### src/rtl/irqsel_pkg.sv
package irqsel_pkg;
    localparam int CSR_W     = 32;
    localparam int NONE_BIT  = 31;
    localparam int IDX_LSB   = 2;
    localparam int IDX_FIELD = 9;   // bits 10:2, so NUM_IRQ may not exceed 512
    localparam int UPD_BIT   = 0;
endpackage

### src/rtl/irq_qualify.sv
module irq_qualify #(
    parameter int NUM_IRQ = 32,
    parameter int PRIO_W  = 4,
    localparam int LVL_W  = PRIO_W + 1
) (
    input  logic [NUM_IRQ-1:0]        irq_pend,
    input  logic [NUM_IRQ-1:0]        irq_en,
    input  logic [NUM_IRQ*PRIO_W-1:0] irq_prio,
    input  logic [LVL_W-1:0]          cur_lvl,
    input  logic [LVL_W-1:0]          prev_lvl,
    output logic [NUM_IRQ-1:0]        core_hit,
    output logic [NUM_IRQ-1:0]        sel_hit
);
    for (genvar g = 0; g < NUM_IRQ; g++) begin : g_irq
        logic             live;
        logic [LVL_W-1:0] prio_x;
        assign live        = irq_pend[g] & irq_en[g];
        assign prio_x      = {1'b0, irq_prio[g*PRIO_W +: PRIO_W]};
        assign core_hit[g] = live && (prio_x >= cur_lvl);
        assign sel_hit[g]  = live && (prio_x >= prev_lvl);
    end
endmodule

### src/rtl/irq_pick.sv
module irq_pick #(
    parameter int NUM_IRQ = 32,
    parameter int PRIO_W  = 4,
    localparam int IRQ_W  = (NUM_IRQ > 1) ? $clog2(NUM_IRQ) : 1
) (
    input  logic [NUM_IRQ-1:0]        hit,
    input  logic [NUM_IRQ*PRIO_W-1:0] irq_prio,
    output logic                      found,
    output logic [IRQ_W-1:0]          win_idx,
    output logic [PRIO_W-1:0]         win_prio
);
    // Ascending scan; strict greater-than keeps the lowest number on ties.
    always_comb begin
        found    = 1'b0;
        win_idx  = '0;
        win_prio = '0;
        for (int i = 0; i < NUM_IRQ; i++) begin
            if (hit[i] && (!found || irq_prio[i*PRIO_W +: PRIO_W] > win_prio)) begin
                found    = 1'b1;
                win_idx  = IRQ_W'(i);
                win_prio = irq_prio[i*PRIO_W +: PRIO_W];
            end
        end
    end
endmodule

### src/rtl/irq_next_sel.sv
module irq_next_sel
    import irqsel_pkg::*;
#(
    parameter int NUM_IRQ = 32,
    parameter int PRIO_W  = 4,
    localparam int LVL_W  = PRIO_W + 1,
    localparam int IRQ_W  = (NUM_IRQ > 1) ? $clog2(NUM_IRQ) : 1
) (
    input  logic                      clk,
    input  logic                      rst_n,
    input  logic [NUM_IRQ-1:0]        irq_pend,
    input  logic [NUM_IRQ-1:0]        irq_en,
    input  logic [NUM_IRQ*PRIO_W-1:0] irq_prio,
    input  logic [LVL_W-1:0]          cur_lvl,
    input  logic [LVL_W-1:0]          prev_lvl,
    input  logic                      csr_rd,
    input  logic                      csr_wr,
    input  logic                      csr_wdata0,
    output logic                      ext_irq_pending,
    output logic [CSR_W-1:0]          csr_rdata,
    output logic                      frc_clr_valid,
    output logic [IRQ_W-1:0]          frc_clr_idx,
    output logic                      ctx_upd_valid,
    output logic [IRQ_W-1:0]          ctx_upd_irq,
    output logic [PRIO_W-1:0]         ctx_upd_prio,
    output logic                      ctx_upd_none
);
    typedef struct packed {
        logic              clr_v;
        logic [IRQ_W-1:0]  clr_idx;
        logic              upd_v;
        logic [IRQ_W-1:0]  upd_irq;
        logic [PRIO_W-1:0] upd_prio;
        logic              upd_none;
    } strobe_t;

    logic [NUM_IRQ-1:0] core_hit;
    logic [NUM_IRQ-1:0] sel_hit;
    logic               found;
    logic [IRQ_W-1:0]   win_idx;
    logic [PRIO_W-1:0]  win_prio;
    strobe_t            st_d, st_q;

    irq_qualify #(.NUM_IRQ(NUM_IRQ), .PRIO_W(PRIO_W)) u_qual (
        .irq_pend (irq_pend),
        .irq_en   (irq_en),
        .irq_prio (irq_prio),
        .cur_lvl  (cur_lvl),
        .prev_lvl (prev_lvl),
        .core_hit (core_hit),
        .sel_hit  (sel_hit)
    );

    irq_pick #(.NUM_IRQ(NUM_IRQ), .PRIO_W(PRIO_W)) u_pick (
        .hit      (sel_hit),
        .irq_prio (irq_prio),
        .found    (found),
        .win_idx  (win_idx),
        .win_prio (win_prio)
    );

    assign ext_irq_pending = |core_hit;

    always_comb begin
        csr_rdata = '0;
        csr_rdata[NONE_BIT] = ~found;
        if (found) csr_rdata[IDX_LSB +: IRQ_W] = win_idx;
    end

    always_comb begin
        st_d          = '0;
        st_d.clr_v    = csr_rd & found;
        st_d.clr_idx  = found ? win_idx : '0;
        st_d.upd_v    = csr_wr & csr_wdata0;
        st_d.upd_irq  = found ? win_idx : '0;
        st_d.upd_prio = found ? win_prio : '0;
        st_d.upd_none = ~found;
    end

    always_ff @(posedge clk or negedge rst_n) begin
        if (!rst_n) st_q <= '0;
        else        st_q <= st_d;
    end

    assign frc_clr_valid = st_q.clr_v;
    assign frc_clr_idx   = st_q.clr_idx;
    assign ctx_upd_valid = st_q.upd_v;
    assign ctx_upd_irq   = st_q.upd_irq;
    assign ctx_upd_prio  = st_q.upd_prio;
    assign ctx_upd_none  = st_q.upd_none;
endmodule

### config.mk
export PLATFORM = sky130hd
export DESIGN_NAME = irq_next_sel
export DESIGN_NICKNAME = d
export VERILOG_FILES = /design/src/rtl/irqsel_pkg.sv /design/src/rtl/irq_qualify.sv /design/src/rtl/irq_pick.sv /design/src/rtl/irq_next_sel.sv
export SDC_FILE = /design/constraint.sdc
export NUM_CORES = 1
export LEC_CHECK = 0
export ABC_AREA = 1
export CAP_MARGIN = 20
export CORE_UTILIZATION = 30
export DETAILED_ROUTE_END_ITERATION = 6
export PLACE_DENSITY_LB_ADDON = 0.1
export SLEW_MARGIN = 5
export SYNTH_ARGS = -nofsm -noshare
export SYNTH_HDL_FRONTEND = slang
export SYNTH_SLANG_ARGS = --single-unit
### constraint.sdc
create_clock -name clk -period 137.9 [get_ports clk]
set_clock_uncertainty 0.2 [all_clocks]
set_input_delay 27.58 -clock clk [delete_from_list [all_inputs] [get_ports clk]]
set_output_delay 27.58 -clock clk [all_outputs]
set_load 0.01 [all_outputs]
**Word level (Yosys, flattened, before mapping)**

Index checks and enable logic that the tools add are counted.

- Input port bits: 207
- Logic and storage cells: 390
- Register bits: 12

- Mux-type cells: 97
- Magnitude comparators: 95
- Bitwise gates (word level): 35
- Reductions and logical operators: 158

Operators with widths:

| kind | number |
|---|---|
| $ge A4 B5 Y1 | 64 |
| $mux W4 | 41 |
| $gt A4 B4 Y1 | 31 |
| $logic_and A1 B1 Y1 | 95 |
| $mux W5 | 17 |
| $and A1 B1 Y1 | 34 |
| $mux W1 | 33 |
| $reduce_or A32 Y1 | 1 |
| $logic_not A1 Y1 | 31 |
| $logic_or A1 B1 Y1 | 31 |
| $mux W3 | 4 |
| $mux W2 | 2 |
| $not A1 Y1 | 1 |

**Depth between registers and ports, before layout**

Gate-level depths: netlist of the first run.

- Depth in word-level cells: 128
- Depth in mapped cells: 334

**By module**

Synthesis of the first run repeated with hierarchy kept, for this count alone.

- Cell total of the unflattened synthesis: 2473
- Area total of the unflattened synthesis: 14239.9 µm²

Modules (own cells, without submodules):

| module | times used | area each (µm²) | seq. area each (µm²) | cells an instance |
|---|---|---|---|---|
| irq_qualify | 1 | 7654.8 | 0.0 | 1308 |
| irq_pick | 1 | 5733.0 | 0.0 | 1046 |
| irq_next_sel | 1 | 852.1 | 300.3 | 119 |

**Worst setup path before layout of the first run**

Ideal clock, no wire load.

- Path type: input to output
- Start point: in prev_lvl[2]
- End point: out csr_rdata[5]
- Buffers on the path: 15
- Path slack: 49550 ps
- Stages on the path: 325
- Arrival time: 60570 ps
- Path through: inv_1 -> ha_1 -> nand2_1 -> inv_1 -> nand3_1 -> nand3_2 -> nand2_2 -> clkinv_1 -> nand2_1 -> ha_1 -> nand2_1 -> inv_1 -> nand3_1 -> nand2_1 -> nand3_1 -> nand2_2 -> o21ai_0 -> ha_1 -> [... 289 more ...] -> a32o_1 -> nand2_1 -> nand2_1 -> inv_1 -> nand2_1 -> and2_1 -> ha_1 -> inv_1 -> nor2_1 -> o211ai_1 -> nand2_1 -> nand2_1 -> nand2_1 -> nand2_1 -> inv_1 -> nor3_1 -> nand4_1 -> buf_4

RTL lines:

| item | RTL line | RTL |
|---|---|---|
| from (decl) | irq_next_sel.sv:15 | `input logic [LVL_W-1:0] prev_lvl,` |
| to (decl) | irq_next_sel.sv:20 | `output logic [CSR_W-1:0] csr_rdata,` |

**Worst setup path after layout of the first run**

- Start point: in prev_lvl[3]
- End point: out csr_rdata[5]

- Longest elaborated chain between the ends: 128
- Elaborated cells on any way between the ends: 276

Ends and longest elaborated chain:

| item | RTL line | RTL |
|---|---|---|
| $ge A4 B5 Y1 | irq_qualify.sv:20 | `assign sel_hit[g] = live && (prio_x >= prev_lvl);` |
| $logic_and A1 B1 Y1 | irq_qualify.sv:20 |  |
| $mux W4 or $mux W1 (tied branches) | irq_pick.sv:18 | `if (hit[i] && (!found \|\| irq_prio[i*PRIO_W +: PRIO_W] > win_prio)) begin` |
| $gt A4 B4 Y1 or $logic_not A1 Y1 (tied branches) | irq_pick.sv:18 |  |
| $logic_or A1 B1 Y1 | irq_pick.sv:18 |  |
| $logic_and A1 B1 Y1 | irq_pick.sv:18 |  |
| $mux W4 or $mux W1 (tied branches) | irq_pick.sv:18 |  |
| $gt A4 B4 Y1 or $logic_not A1 Y1 (tied branches) | irq_pick.sv:18 |  |
| [... 112 more ...] | n/a |  |
| $logic_or A1 B1 Y1 | irq_pick.sv:18 |  |
| $logic_and A1 B1 Y1 | irq_pick.sv:18 |  |
| $mux W4 or $mux W1 (tied branches) | irq_pick.sv:18 |  |
| $gt A4 B4 Y1 or $logic_not A1 Y1 (tied branches) | irq_pick.sv:18 |  |
| $logic_or A1 B1 Y1 | irq_pick.sv:18 |  |
| $logic_and A1 B1 Y1 | irq_pick.sv:18 |  |
| $mux W5 or $mux W1 (tied branches) | irq_pick.sv:18 |  |
| $mux W5 * | irq_next_sel.sv:67 | `if (found) csr_rdata[IDX_LSB +: IRQ_W] = win_idx;` |

Every way passes the cells marked *; elsewhere a longest branch is shown, timed or not.

==> key figures, run 1 <==
Placement
  – Placed Cells: 2611
  – DP Area: 0.01494 sq mm
  – Placer Congestion: 0.8657
  – Port Buffers: 230
  – Placed wire-length estimate: 33810 um

Synth
  – Post-synth top flop: dfrtp_1
  – Post-synth cell types: 41
  – Synth Area per Inst: 6.538 sq um
  – Post-synthesis register bit count: 12
  – Syn Inst Count: 1877
  – Async SR Flop Fraction: 100.0%
  – Cell type with the highest aggregate area in the netlist: ha_1
  – Synth top area share: 36.50%
  – Post-synth EDFFs: 0
  – Post-Syn Area: 0.01227 sq mm
  – Seq/Total Area, Yosys: 2.447%
  – YS warnings: 0
  – Synth area leaders: ha_1 (37%), nand2_1 (12%), inv_1 (9.6%)

Power
  – Gate power share: 90.6%
  – Sw power: 0.05944 mW
  – Pwr/cell area: 7.372 mW/mm^2
  – Int Pwr: 0.05125 mW
  – Clk pwr share: 4.5%
  – Pleak: 8.370 nW
  – Sw Ratio: 53.69%
  – Worst vdd ir: 0.003650 mV
  – Reg power frac: 4.9%

Die
  – I/O pin count: 257
  – Die ar.: 0.04172 sq mm
  – DIE HEIGHT: 204.3 um
  – Starting density of the core: 30.67%
  – Die X: 204.3 um
  – Core Rows: 73
  – Core footprint: 0.04001 sq mm

GRT
  – GRT Util Overall: 19.62%
  – Gr ovfl total: 0
  – Vias in the first global route: 12370
  – Largest net degree at the start of global routing: 33
  – First-pass GRT wire length: 64830 um
  – Initial antenna violation count: 5

Worst setup path
  – CP max stage cell: clkdlybuf4s50_1
  – Worst path max stage delay: 0.52 ns
  – Required @ worst endpoint: 110.12 ns
  – Worst setup SP type: input pin
  – Crit path DAT: 65.99 ns
  – Maximum fanout along the worst path: 32
  – Crit path kind: input pin to output port
  – Most frequent cell on the critical path: nand2_1
  – CP Capture Type: output port

Finish
  – Most common cell after layout, fill and taps aside: nand2_1
  – Design Area, Final: 0.01502 sq mm
  – Area growth from synthesis to final layout: 22.36%
  – Nets: 2656
  – Fraction of layout cells with a size suffix above 1: 5.170%
  – Most frequent cells in the layout: nand2_1 (378), ha_1 (358), inv_1 (313)
  – Finished Layout Cells: 2616

Clock network
  – # Post-CTS Setup Buffers: 0
  – Max H-tree Level: 1
  – CTS resizes: 0
  – Sinks on Clock Net: 12
  – Cts hold-fix bufs: 0
  – CTS Buf Count: 3
  – Maximum clock path buffer count: 2
  – Clock transition at path regs: 0.04 ns
  – CTS Root Buffer Type: clkbuf_16
  – CTS tree: built

Timing
  – Minimum clock period: 93.77 ns
  – Final slew viol count: 0
  – Slew @ Worst Pin: 0.7597 ns
  – Setup TNS: 0 ns
  – Period utilization: 68.00%
  – Max Fclk: 10.66 MHz
  – Final count of negative-setup-slack endpoints: 0
  – Hold Vio Cnt, Final: 0
  – Slew headroom: 49.13%
  – RSZ-0062 raised after global routing: no

Drt
  – Via density: 4.841
  – Routed via count: 12670
  – # DRC: 0
  – Final wirelength: 41460 um
  – Routed len/inst: 15.85 um
  – Post-DRT Antenna Nets: 0
  – DR iter-0 viols: 542
  – First-pass DRT Iterations: 5

Worst hold path
  – Hold Path Class: input pin to asynchronous set/reset pin

Run
  – Number of max-cap violations: 0

Outcome
  – Status: completed
## registers in the layout, indices dropped and copies added, names as in the netlist
register / flops
ctx_upd_valid: 1
frc_clr_valid: 1
ctx_upd_none: 1
ctx_upd_irq: 5
ctx_upd_prio: 4
## critical path, delay by kind of cell
| kind | cells | cell delay [ns] |
|---|---|---|
| AO/OA/AOI/OAI | 61 | 8.89 |
| buffers and inverters | 35 | 3.18 |
| adder cells (fa/ha/maj) | 32 | 10.01 |
| AND/OR/NAND/NOR | 177 | 16.19 |
## cells in the mapped netlist (2+ instances only)
master	instances
a21boi_0	32
a21oi_1	72
a31oi_1	2
and2_1	7
buf_2	3
buf_4	39
buf_6	12
dfrtp_1	12
ha_1	358
inv_1	313
inv_2	13
nand2_1	378
nand2_2	53
nand2_4	7
nand3_1	162
nand3_2	6
nand3b_1	4
nand4_1	63
nor2_1	52
nor2_2	2
nor3_1	6
nor4_1	2
o211ai_1	27
o21a_1	63
o21ai_0	108
o21ai_1	2
o21bai_1	52
or2_1	3
or2_2	12
## logic make-up after synthesis
group | Yosys count | synth area share [%]
buf+inv | 383 | 13.68
compound gates | 366 | 18.72
flops | 12 | 2.447
other cells | 1 | 0.03056
fa+ha+maj | 358 | 36.50
simple gates | 757 | 28.62
## metrics by stage
stage / setup WS [ns] / hold WS [ns] / power, mW / utilization, %
after floorplan: 49.55 / 27.08 / 0.07702 / -
after global placement: 44.76 / 27.76 / 0.1039 / 37.33
after detailed placement: 44.23 / 27.76 / 0.1058 / 37.33
after CTS: 44.12 / 27.51 / 0.1115 / 37.52
after global routing: 39.10 / 27.53 / 0.1271 / 37.53
final: 44.13 / 27.49 / 0.1107 / 37.53
## worst paths after layout
kind | start | endpoint | slack, ns | cells after the start
max in group asynchronous | rst_n | ctx_upd_none | 109.68 | 1
setup / recovery | prev_lvl[3] | csr_rdata[5] | 44.13 | 305
hold / removal | rst_n | ctx_upd_valid | 27.49 | 1
min in group clk | csr_wdata0 | ctx_upd_valid | 27.67 | 3
## layout make-up
class | count | area [sq um]
Clock buffer | 3 | 75.07
Antenna cell | 2 | 5.005
Tap cell | 525 | 656.9
Timing Repair Buffer | 239 | 2360
Fill cell | 4303 | 24990
Multi-Input combinational cell | 1507 | 10390
Inverter | 328 | 1232
Sequential cell | 12 | 300.3
## power groups by stage
| stage | Sequential (mW) | Combinational (mW) | Clock (mW) |
|---|---|---|---|
| 5_1_grt | 0.00561 | 0.116 | 0.00532 |
| 2_1_floorplan | 0.00625 | 0.0708 | 0 |
| 3_5_place_dp | 0.00549 | 0.100 | 0 |
| 3_3_place_gp | 0.00547 | 0.0984 | 0 |
| 4_1_cts | 0.00544 | 0.101 | 0.00516 |
| 6_report | 0.00541 | 0.100 | 0.00500 |
## routing by layer
metal	share of wire, %	track usage [%]
met1	50	26.89
met2	45	33.51
met3	3.6	1.658
met4	1.5	3.305
met5	0.058	0
(Power assumes the default switching activity.)
==> run 2, diff against run 1 <==
==> constraint.sdc (replaced) <==
create_clock -name clk -period 89.9 [get_ports clk]
set_clock_uncertainty 0.2 [all_clocks]
set_input_delay 17.98 -clock clk [delete_from_list [all_inputs] [get_ports clk]]
set_output_delay 17.98 -clock clk [all_outputs]
set_load 0.01 [all_outputs]
==> run 2 against run 1 <==
First-iteration DRC count is 6.6% lower. Worst hold slack worse by 9.6 ns. Total power is 53% higher. Sequential cell count stayed put. Largest cell class unchanged. Critical path depth is 4 higher. Non-clock buffer count stayed put. Largest power group unchanged. Clock-buffer cell count is 1 higher. Setup slack worse by 29 ns. Sequential power is 55% higher.
==> key figures, run 2 (synthesized netlist as in run 1, its figures left out) <==
Outcome
  – Status: completed

Drt
  – Via density: 4.831
  – First-pass DRT Iterations: 5
  – Final wirelength: 41100 um
  – Routed via count: 12640
  – Routed len/inst: 15.71 um
  – Post-DRT Antenna Nets: 0
  – DR iter-0 viols: 506
  – # DRC: 0

Clock network
  – Clock transition at path regs: 0.04 ns
  – CTS Root Buffer Type: clkbuf_16
  – CTS Buf Count: 3
  – CTS resizes: 0
  – CTS tree: built
  – Sinks on Clock Net: 12
  – # Post-CTS Setup Buffers: 0
  – Maximum clock path buffer count: 2
  – Cts hold-fix bufs: 0
  – Max H-tree Level: 1

Placement
  – DP Area: 0.01494 sq mm
  – Setup WS pre-CTS: 15.13 ns
  – Placed Cells: 2611
  – Port Buffers: 230
  – Placer Congestion: 0.8353
  – Placed wire-length estimate: 33440 um

Power
  – Clk pwr share: 5.1%
  – Sw power: 0.09015 mW
  – Pwr/cell area: 11.29 mW/mm^2
  – Worst vdd ir: 0.005900 mV
  – Pleak: 8.377 nW
  – Reg power frac: 4.9%
  – Int Pwr: 0.07954 mW
  – Gate power share: 89.9%
  – Sw Ratio: 53.12%

Worst setup path
  – Crit path kind: input pin to output port
  – Maximum fanout along the worst path: 32
  – Required @ worst endpoint: 71.72 ns
  – CP Capture Type: output port
  – Crit path DAT: 56.52 ns
  – CP max stage cell: clkdlybuf4s50_1
  – Worst setup SP type: input pin
  – Most frequent cell on the critical path: nand2_1
  – Worst path max stage delay: 0.52 ns

Die
  – Die ar.: 0.04172 sq mm
  – I/O pin count: 257
  – Die X: 204.3 um
  – Core footprint: 0.04001 sq mm
  – Starting density of the core: 30.67%
  – Core Rows: 73
  – DIE HEIGHT: 204.3 um

Timing
  – Slew @ Worst Pin: 0.6903 ns
  – Period utilization: 83.09%
  – RSZ-0062 raised after global routing: no
  – Setup TNS: 0 ns
  – Minimum clock period: 74.70 ns
  – Final slew viol count: 0
  – Max Fclk: 13.39 MHz
  – Final count of negative-setup-slack endpoints: 0
  – Hold Vio Cnt, Final: 0
  – Slew headroom: 53.78%
  – Post-route setup slack: 15.20 ns

Finish
  – Largest register FFs: 5
  – Design Area, Final: 0.01503 sq mm
  – Finished Layout Cells: 2617
  – Most frequent cells in the layout: nand2_1 (378), ha_1 (358), inv_1 (313)
  – Most common cell after layout, fill and taps aside: nand2_1
  – Nets: 2656
  – Fraction of layout cells with a size suffix above 1: 5.215%
  – Area growth from synthesis to final layout: 22.47%

Run
  – Number of max-cap violations: 0

GRT
  – Largest net degree at the start of global routing: 33
  – First-pass GRT wire length: 64030 um
  – Initial antenna violation count: 6
  – Gr ovfl total: 0
  – Vias in the first global route: 11980
  – GRT Util Overall: 19.38%

Worst hold path
  – Hold Path Class: input pin to asynchronous set/reset pin
==> run 2: changes by cell type in the layout (fill, tap and decap cells not counted), sizes merged <==
cell	before	now
clkbuf	3	4
==> run 2: per-layer routing <==
| metal | track usage [%] | up-vias | part of all wire (%) |
|---|---|---|---|
| met4 | 2.345 | 8 | 1.0 |
| met2 | 33.38 | 203 | 46 |
| li1 | - | 6745 | - |
| met3 | 1.945 | 26 | 3.7 |
| met1 | 26.51 | 5660 | 50 |
| met5 | 0 | - | 0.11 |
==> run 2: power groups by stage <==
stage / combinational [mW] / clock (mW) / sequential [mW]
after global placement: 0.151 / 0 / 0.00840
after global routing: 0.178 / 0.00919 / 0.00858
final: 0.153 / 0.00872 / 0.00839
after floorplan: 0.109 / 0 / 0.00958
after detailed placement: 0.153 / 0 / 0.00849
after CTS: 0.154 / 0.00895 / 0.00844
==> run 2: layout make-up <==
cell class / instances / area (sq um)
Multi-Input combinational cell: 1507 / 10390
Antenna cell: 2 / 5.005
Fill cell: 4334 / 24980
Clock buffer: 4 / 88.84
Tap cell: 525 / 656.9
Inverter: 328 / 1232
Sequential cell: 12 / 300.3
Timing Repair Buffer: 239 / 2360
==> run 2: path summary, 6_finish.rpt <==
| check | start | to | slack [ns] | depth (start not counted) |
|---|---|---|---|---|
| hold / removal | rst_n | ctx_upd_prio[0] | 17.88 | 1 |
| min in group clk | csr_wdata0 | ctx_upd_valid | 18.07 | 3 |
| setup / recovery | prev_lvl[2] | csr_rdata[6] | 15.20 | 309 |
| max in group asynchronous | rst_n | ctx_upd_irq[0] | 71.28 | 1 |
==> run 2: worst max-delay path: cells and delay by family <==
| family | cells | cell delay, ns |
|---|---|---|
| simple gates | 180 | 16.53 |
| fa+ha+maj | 32 | 10.08 |
| compound gates | 63 | 8.71 |
| buf+inv | 34 | 3.13 |
==> run 2: stage by stage <==
| stage | utilization (%) | total power [mW] | hold slack [ns] |
|---|---|---|---|
| 6_report | 37.57 | 0.1697 | 17.88 |
| 5_1_grt | 37.56 | 0.1957 | 17.94 |
| 4_1_cts | 37.56 | 0.1716 | 17.90 |
| 3_5_place_dp | 37.33 | 0.1619 | 18.15 |
| 3_3_place_gp | 37.33 | 0.1590 | 18.16 |
| 2_1_floorplan | - | 0.1181 | 17.48 |
==> run 3, diff against run 2 <==
==> constraint.sdc (replaced) <==
create_clock -name clk -period 61.7 [get_ports clk]
set_clock_uncertainty 0.2 [all_clocks]
set_input_delay 12.34 -clock clk [delete_from_list [all_inputs] [get_ports clk]]
set_output_delay 12.34 -clock clk [all_outputs]
set_load 0.01 [all_outputs]
==> run 3 against run 2 <==
Sequential cell count did not move. Critical path depth rose by 2. Sequential power increased by 44%. Largest cell class unchanged. Highest routed layer unchanged.
==> key figures, run 3 (synthesized netlist as in run 1, its figures left out) <==
Outcome
  – Status: completed

Clock network
  – Maximum clock path buffer count: 2
  – Max H-tree Level: 1
  – CTS tree: built
  – CTS Buf Count: 3
  – Sinks on Clock Net: 12
  – CTS Root Buffer Type: clkbuf_16
  – Clock transition at path regs: 0.04 ns

Worst hold path
  – Hold Path Class: input pin to asynchronous set/reset pin

Finish
  – Area of the multi-input gates: 0.01139 sq mm
  – Sequential cell area: 300.3 sq um
  – Most frequent cells in the layout: ha_1 (338), nand2_1 (328), inv_1 (306)
  – Fillers: 4253
  – Fraction of layout cells with a size suffix above 1: 17.68%
  – Largest register FFs: 5
  – Most common cell after layout, fill and taps aside: ha_1
  – Nets: 2789
  – Fin util: 42.48%
  – Area growth from synthesis to final layout: 38.47%

Power
  – Reg power frac: 3.9%
  – Pwr/cell area: 18.02 mW/mm^2
  – Worst vdd ir: 0.007648 mV
  – Clk pwr share: 4.2%
  – Sw Ratio: 50.13%
  – Sw power: 0.1535 mW
  – Total Power: 0.3061 mW
  – Gate power share: 91.9%
  – Pleak: 9.288 nW
  – Int Pwr: 0.1527 mW

Drt
  – First-pass DRT Iterations: 5
  – # DRC: 0
  – Routed len/inst: 15.79 um
  – Routed via count: 13340
  – Final wirelength: 43410 um
  – Via density: 4.853
  – Post-DRT Antenna Nets: 0
  – DR iter-0 viols: 435

GRT
  – First-pass GRT wire length: 66250 um
  – Largest net degree at the start of global routing: 33
  – Gr ovfl total: 0
  – Initial antenna violation count: 4
  – GRT Util Overall: 20.04%
  – Vias in the first global route: 12540

Die
  – Die X: 204.3 um
  – DIE HEIGHT: 204.3 um
  – Core Rows: 73
  – Die ar.: 0.04172 sq mm
  – Core footprint: 0.04001 sq mm
  – I/O pin count: 257
  – Starting density of the core: 30.67%

Run
  – Number of max-cap violations: 0

Worst setup path
  – Required @ worst endpoint: 49.16 ns
  – Top delay family on crit path: simple AND/OR/NAND/NOR gates
  – Worst setup SP type: input pin
  – CP Capture Type: output port
  – CP startpoint: irq_prio[0]
  – Most frequent cell on the critical path: nand2_1
  – Crit path buf inv count: 38
  – Worst path max stage delay: 0.47 ns
  – Crit path kind: input pin to output port
  – Maximum fanout along the worst path: 8
  – CP max stage cell: clkdlybuf4s50_1
  – Crit path DAT: 46.20 ns

Timing
  – Period utilization: 95.20%
  – Hold Vio Cnt, Final: 0
  – Final count of negative-setup-slack endpoints: 0
  – Setup TNS: 0 ns
  – Slew headroom: 53.33%
  – Final slew viol count: 0
  – Slew @ Worst Pin: 0.6947 ns
  – Max Fclk: 17.02 MHz
  – RSZ-0062 raised after global routing: yes
  – Minimum clock period: 58.74 ns

Placement
  – Port Buffers: 230
  – Placed wire-length estimate: 34390 um
  – Placer Congestion: 0.8523
-- run 3: cell count changes in the layout (fill, tap and decap cells not counted), sizes merged --
cell / before / now
nand2: 438 / 447
clkdlybuf4s50: 228 / 217
buf: 11 / 138
inv: 326 / 327
diode: 2 / 1
dlymetal6s2s: 0 / 8
clkinv: 2 / 1
-- run 3: how the worst max path moves through the flow --
stage                               to  slack [ns]  cells past startpoint
after floorplan           csr_rdata[5]        3.83                    325
after global placement    csr_rdata[5]        0.62                    303
after detailed placement  csr_rdata[5]        0.06                    307
after CTS                 csr_rdata[5]        0.05                    309
after global routing      csr_rdata[5]       -0.39                    315
final                     csr_rdata[5]        2.96                    311
-- run 3: final cells by class --
class	instances	share of cell area [%]
Sequential cell	12	1.767
Antenna cell	1	0.01473
Multi-Input combinational cell	1516	67.01
Clock buffer	4	0.5228
Tap cell	525	3.866
Timing Repair Buffer	363	19.53
Inverter	328	7.297
-- run 3: layer usage --
metal / track usage (%) / vias to the layer above / share of wire, %
li1: - / 7047 / -
met1: 27.26 / 6007 / 49
met2: 34.93 / 240 / 47
met3: 1.291 / 42 / 3.1
met4: 3.092 / 6 / 1.6
met5: 0 / - / 0.097
-- run 3: timing repair --
action                                  CTS  global route
cloned                                    0             9
hold buffers                              0             0
endpoints found under the setup margin    3             5
buffers inserted                          0            44
pin swaps                                 0           146
resized for setup                         3           285
-- run 3: metrics by stage --
| stage | cell area [sq um] | worst slack, ns | cells | hold slack, ns |
|---|---|---|---|---|
| 2_1_floorplan | 12370 | 3.830 | 1902 | 11.84 |
| 3_3_place_gp | 15540 | 0.6212 | 2691 | 12.52 |
| 3_5_place_dp | 15540 | 0.05791 | 2691 | 12.52 |
| 4_1_cts | 15630 | 0.05464 | 2695 | 12.26 |
| 5_1_grt | 16990 | -0.3910 | 2748 | 12.29 |
| 6_report | 16990 | 2.960 | 2749 | 12.25 |
-- run 3: power by group through the flow --
| stage | clock network [mW] | logic (mW) | registers (mW) |
|---|---|---|---|
| floorplan | 0 | 0.158 | 0.0140 |
| global placement | 0 | 0.243 | 0.0122 |
| detailed placement | 0 | 0.246 | 0.0122 |
| CTS | 0.0131 | 0.248 | 0.0121 |
| global route | 0.0136 | 0.320 | 0.0123 |
| finish | 0.0128 | 0.281 | 0.0121 |
